`src/rtl/i2c_ctl_pkg.sv`:
```
package i2c_ctl_pkg;
   localparam int CTRL_W = 8;
   localparam int RATE_W = 3;

   // readback positions: fixed because software decodes them
   localparam int BIT_RATE2 = 7;
   localparam int BIT_EN    = 6;
   localparam int BIT_START = 5;
   localparam int BIT_STOP  = 4;
   localparam int BIT_FLAG  = 3;
   localparam int BIT_ACK   = 2;
   localparam int BIT_RATE1 = 1;
   localparam int BIT_RATE0 = 0;

   // command latch indices
   localparam int CMD_START = 0;
   localparam int CMD_STOP  = 1;
   localparam int NCMD      = 2;

   // serial line indices
   localparam int LINE_SCL = 0;
   localparam int LINE_SDA = 1;
   localparam int NLINE    = 2;

   typedef struct packed {
      logic                enable;
      logic                ack;
      logic [RATE_W-1:0]   rate;
   } ctrl_plain_t;

   function automatic logic [RATE_W-1:0] rate_from_byte(input logic [CTRL_W-1:0] b);
      return {b[BIT_RATE2], b[BIT_RATE1], b[BIT_RATE0]};
   endfunction
endpackage

```
`src/rtl/i2c_ctl_cmd_latch.sv`:
```
module i2c_ctl_cmd_latch (
   input  logic clk,
   input  logic rst_n,
   input  logic wr_en,
   input  logic wr_val,
   input  logic done,
   input  logic enable_next,
   output logic pend
);
   logic pend_d;

   always_comb begin
      pend_d = pend;
      if (done)         pend_d = 1'b0;
      if (wr_en)        pend_d = wr_val;
      if (!enable_next) pend_d = 1'b0;
   end

   always_ff @(posedge clk or negedge rst_n) begin
      if (!rst_n) pend <= 1'b0;
      else        pend <= pend_d;
   end
endmodule

```
`src/rtl/i2c_ctl_irq_flag.sv`:
```
module i2c_ctl_irq_flag (
   input  logic clk,
   input  logic rst_n,
   input  logic hw_set,
   input  logic sw_clr,
   output logic flag
);
   always_ff @(posedge clk or negedge rst_n) begin
      if (!rst_n)      flag <= 1'b0;
      else if (hw_set) flag <= 1'b1;
      else if (sw_clr) flag <= 1'b0;
   end
endmodule

```
`src/rtl/i2c_ctl_pad_gate.sv`:
```
module i2c_ctl_pad_gate #(
   parameter int NL       = 2,
   parameter bit IN_IDLE  = 1'b1
) (
   input  logic          enable,
   input  logic [NL-1:0] eng_oe,
   input  logic [NL-1:0] pad_in,
   output logic [NL-1:0] pad_oe,
   output logic [NL-1:0] eng_in
);
   for (genvar i = 0; i < NL; i++) begin : g_line
      assign pad_oe[i] = enable & eng_oe[i];
      assign eng_in[i] = enable ? pad_in[i] : IN_IDLE;
   end
endmodule

```
`src/rtl/i2c_ctl_reg.sv`:
```
module i2c_ctl_reg
   import i2c_ctl_pkg::*;
#(
   parameter int W       = CTRL_W,
   parameter int RW      = RATE_W,
   parameter bit IN_IDLE = 1'b1
) (
   input  logic          clk,
   input  logic          rst_n,
   input  logic          bus_wr_en,
   input  logic [W-1:0]  bus_wr_data,
   output logic [W-1:0]  ctrl_rd,
   input  logic          eng_start_done,
   input  logic          eng_stop_done,
   input  logic          eng_status_evt,
   input  logic          bus_free,
   input  logic          master_mode,
   output logic          start_cmd,
   output logic          stop_cmd,
   output logic          ack_en,
   output logic [RW-1:0] rate_code,
   output logic          irq,
   input  logic          eng_scl_oe,
   input  logic          eng_sda_oe,
   output logic          scl_oe,
   output logic          sda_oe,
   input  logic          scl_pad_in,
   input  logic          sda_pad_in,
   output logic          eng_scl_in,
   output logic          eng_sda_in
);
   if (W != CTRL_W) begin : g_bad_w
      $error("i2c_ctl_reg: register width must be %0d", CTRL_W);
   end
   if (RW != RATE_W) begin : g_bad_rw
      $error("i2c_ctl_reg: rate code width must be %0d", RATE_W);
   end

   ctrl_plain_t plain_q, plain_d;
   logic        enable_next;
   logic        flag;
   logic [NCMD-1:0] cmd_wr_val, cmd_done, cmd_pend;
   logic [NLINE-1:0] line_eng_oe, line_pad_in, line_pad_oe, line_eng_in;

   // plain storage bits
   always_comb begin
      plain_d = plain_q;
      if (bus_wr_en) begin
         plain_d.enable = bus_wr_data[BIT_EN];
         plain_d.ack    = bus_wr_data[BIT_ACK];
         plain_d.rate   = rate_from_byte(bus_wr_data);
      end
   end

   always_ff @(posedge clk or negedge rst_n) begin
      if (!rst_n) plain_q <= '0;
      else        plain_q <= plain_d;
   end

   assign enable_next = plain_d.enable;

   // self-clearing command latches
   always_comb begin
      cmd_wr_val            = '0;
      cmd_done              = '0;
      cmd_wr_val[CMD_START] = bus_wr_data[BIT_START];
      cmd_wr_val[CMD_STOP]  = bus_wr_data[BIT_STOP];
      cmd_done[CMD_START]   = eng_start_done & plain_q.enable;
      cmd_done[CMD_STOP]    = eng_stop_done  & plain_q.enable;
   end

   for (genvar c = 0; c < NCMD; c++) begin : g_cmd
      i2c_ctl_cmd_latch u_latch (
         .clk         (clk),
         .rst_n       (rst_n),
         .wr_en       (bus_wr_en),
         .wr_val      (cmd_wr_val[c]),
         .done        (cmd_done[c]),
         .enable_next (enable_next),
         .pend        (cmd_pend[c])
      );
   end

   // interrupt flag: hardware sets, software clears by writing 0
   i2c_ctl_irq_flag u_flag (
      .clk    (clk),
      .rst_n  (rst_n),
      .hw_set (eng_status_evt & plain_q.enable),
      .sw_clr (bus_wr_en & ~bus_wr_data[BIT_FLAG]),
      .flag   (flag)
   );

   // serial line gating
   always_comb begin
      line_eng_oe           = '0;
      line_pad_in           = '0;
      line_eng_oe[LINE_SCL] = eng_scl_oe;
      line_eng_oe[LINE_SDA] = eng_sda_oe;
      line_pad_in[LINE_SCL] = scl_pad_in;
      line_pad_in[LINE_SDA] = sda_pad_in;
   end

   i2c_ctl_pad_gate #(.NL(NLINE), .IN_IDLE(IN_IDLE)) u_gate (
      .enable (plain_q.enable),
      .eng_oe (line_eng_oe),
      .pad_in (line_pad_in),
      .pad_oe (line_pad_oe),
      .eng_in (line_eng_in)
   );

   assign scl_oe     = line_pad_oe[LINE_SCL];
   assign sda_oe     = line_pad_oe[LINE_SDA];
   assign eng_scl_in = line_eng_in[LINE_SCL];
   assign eng_sda_in = line_eng_in[LINE_SDA];

   // outputs to the engine
   assign start_cmd = plain_q.enable & cmd_pend[CMD_START] & bus_free;
   assign stop_cmd  = plain_q.enable & cmd_pend[CMD_STOP]  & master_mode;
   assign ack_en    = plain_q.ack;
   assign rate_code = plain_q.rate;
   assign irq       = flag;

   // readback
   always_comb begin
      ctrl_rd            = '0;
      ctrl_rd[BIT_RATE2] = plain_q.rate[2];
      ctrl_rd[BIT_EN]    = plain_q.enable;
      ctrl_rd[BIT_START] = cmd_pend[CMD_START];
      ctrl_rd[BIT_STOP]  = cmd_pend[CMD_STOP];
      ctrl_rd[BIT_FLAG]  = flag;
      ctrl_rd[BIT_ACK]   = plain_q.ack;
      ctrl_rd[BIT_RATE1] = plain_q.rate[1];
      ctrl_rd[BIT_RATE0] = plain_q.rate[0];
   end
endmodule

```
`config.mk`:
```
export PLATFORM = sky130hd
export DESIGN_NAME = i2c_ctl_reg
export DESIGN_NICKNAME = d
export VERILOG_FILES = /design/src/rtl/i2c_ctl_pkg.sv /design/src/rtl/i2c_ctl_cmd_latch.sv /design/src/rtl/i2c_ctl_irq_flag.sv /design/src/rtl/i2c_ctl_pad_gate.sv /design/src/rtl/i2c_ctl_reg.sv
export SDC_FILE = /design/constraint.sdc
export NUM_CORES = 1
export LEC_CHECK = 0
export ABC_AREA = 1
export BUFFER_PORTS_ARGS = -buffer_cell sky130_fd_sc_hd__buf_2
export CAP_MARGIN = 5
export CORE_MARGIN = 2
export CORE_UTILIZATION = 31
export DETAILED_ROUTE_END_ITERATION = 16
export PLACE_DENSITY = 0.8
export SYNTH_ARGS = -nofsm -noshare
export SYNTH_HDL_FRONTEND = slang
export SYNTH_SLANG_ARGS = --single-unit
export TNS_END_PERCENT = 100
```
`constraint.sdc`:
```
create_clock -name clk -period 1 [get_ports clk]
set_clock_uncertainty 0.2 [all_clocks]
set_input_delay 0.15 -clock clk [delete_from_list [all_inputs] [get_ports clk]]
set_output_delay 0.15 -clock clk [all_outputs]
set_load 0.05 [all_outputs]
```
==> results.toml <==
[run_status]
status = "finished, violations left"
violations = "hold timing, setup timing"

[timing]
final.min_clock_period_ns = 1.49
fmaxAchievable_mhz = 673
worst_pin_slew_ns = 0.186
final.setup.tns_ns = -6.05
whs_ns = -0.0950
worst_slack_ns = -0.486
post-route-period-util_pct = 149
hold_viol = 2
grt_setup_unrepaired = "yes"
relSlewSlack_pct = 87.6
setup_viol = 23
finalMaxSlewViolations = 0

[detailed_routing]
drt_drc_violations_left = 0
drtPass1Iterations = 4
drt_first_iter_violations = 4
drt_wl_total_um = 1320
avgRoutedWirePerCell_um = 11.3
num_vias = 501
vias_per_cell = 4.28
postRouteAntennaNets = 0

[worst_setup_path]
cp_slowest_stage_delay_ns = 0.43
cp_data_required_time_ns = 0.65
critPathLaunchType = "flip-flop"
startpoint = "ctrl_rd[6]"
worstPathMaxFanout = 6
cp.arrival_ns = 1.14
crit_type = "reg -> out"
slowest_stage = "dfrtp_2"
reg2reg_from = "ctrl_rd[6]"
crit_path_end_kind = "primary output"
path_cells = "inv_2, or2_4, buf_8"

[final_layout]
drive_gt1_share_pct = 63.7
final_area_um2 = 930
area_delta_synth_final_pct = 120
instances_no_fill = 117
fin_nets = 124
antenna_cells = 0

[hold_path]
hp-start = "bus_wr_data[3]"
hold_path.class = "in -> reg"

[clocking]
clock_path_buffers = 2
clk_pin_slew_ns = 0.06
hold_buffers = 11
cts_made_buffers = 3
clk_latency_ns = 0.25
htree_levels = 1
clock-sinks = 8
root_buffer = "clkbuf_4"
cts_tree = "yes"

[synthesis]
seq_area_frac_synth_pct = 47.5
yosys_warnings = 0
netlist_area_um2 = 422
ys_ff_latch = 8
synth.distinct_cells = 11
netlist_instances = 52
synth.avg_cell_area_um2 = 8.11
syn-num-nets = 72

[pwr]
irDropWorstVdd_uv = 852
total_power_mw = 1.19
leakagePower_nw = 0.485
cellPowerDensity_nw_per_um2 = 1280

[flow_run]
maxCapViolCount = 0

[floorplan]
core.rowCount = 13
die_area_um2 = 1670
start_util_pct = 32.8
die_h_um = 40.9
pin_count = 39
dieWidth_um = 40.9
core_area_um2 = 1280

[global_routing]
grt_pass1_wl_um = 1880
groute.usage.overall_pct = 18.3
antenna_found_initial = 0
grt_max_degree = 10
grt_pass1_vias = 454
grt_overflow = 0

[placed_design]
dpl_cell_area_um2 = 626
numPortBuffers = 38
place.gp.congestion = 0.652
place_hpwl_um = 769
dp_cells = 100
[critical path, delay by kind of cell, from the launching register on]
| family | cells | cell delay [ns] |
|---|---|---|
| flops | 1 | 0.43 |
| simple gates | 1 | 0.24 |
| buf+inv | 2 | 0.21 |
[final cells by class]
type,count,area [um^2]
tap,15,18.8
inverter,6,30.0
sequential,8,208
multi-input combinational,29,153
clock buffer,3,22.5
timing repair buffer,56,498
fill,92,355
[sequential cells by signal, summed over array words and instances (netlist names)]
signal	cells
rate_code	3
g_cmd.u_latch.pend	2
ack_en	1
ctrl_rd	1
u_flag.flag	1
[synth_stat cells]
cell type  number  share of area (%)
and3_2          2                3.6
buf_4           9                 16
dfrtp_1         8                 47
inv_1           4                3.6
inv_2           2                1.8
nand2_1        19                 17
nand3_1         2                2.4
nand4_1         2                3.0
o21ai_0         1                1.2
o21ai_1         1                1.2
or2_1           2                3.0
[layout by cell type, fill, tap and decap left out]
master	Yosys	final
buf_2	0	19
nand2_1	19	17
inv_2	2	2
and3_4	0	2
buf_6	0	16
buf_8	0	5
nand4_1	2	2
nand3_1	2	2
nand2_2	0	2
clkbuf_4	0	3
dlygate4sd3_1	0	11
o21ai_1	1	1
dfrtp_2	0	6
dfrtp_1	8	2
clkinvlp_4	0	2
or2_4	0	2
buf_4	9	5
inv_1	4	2
o21ai_2	0	1
[through the flow]
stage | setup WS, ns | utilization, %
finish | -0.486 | 72.3
global route | -0.518 | 72.3
CTS | -0.466 | 71.2
detailed placement | -0.262 | 48.7
global placement | -0.247 | 48.7
floorplan | -0.117 | -
[repair_timing]
action	CTS	global route
pin swaps	1	3
resized for setup	45	2
hold endpoints to repair	16	1
setup endpoints to repair	22	23
setup buffers	2	1
[routing by layer]
metal / vias to the layer above / routed length (um) / track usage [%]
met2: 27 / 742 / 34.4
met1: 217 / 472 / 17.7
met5: - / 0 / 0
met3: 2 / 97 / 8.15
met4: 0 / 10 / 5.00
li1: 255 / - / -
[kinds of logic after synthesis]
| logic type | after synthesis | synth area share, % |
|---|---|---|
| simple gates | 27 | 28.8 |
| buf+inv | 15 | 21.4 |
| flops | 8 | 47.5 |
| compound gates | 2 | 2.37 |
[where the power goes]
| part | switching, mW | total, mW | internal [mW] |
|---|---|---|---|
| sequential | 0.0336 | 0.391 | 0.357 |
| combinational | 0.318 | 0.550 | 0.232 |
| clock | 0.112 | 0.249 | 0.137 |
[final timing paths]
check	to	slack, ns	cells after the start
worst min register to register	rate_code[0]	0.32	2
worst max register to register	g_cmd[0].u_latch.pend	-0.29	5
worst max-delay path	eng_scl_in	-0.49	3
max in group asynchronous	ctrl_rd[6]	0.35	2
min in group asynchronous	g_cmd[0].u_latch.pend	0.06	2
worst min-delay path	u_flag.flag	-0.1	3
Power figures use the tool's default switching activity.
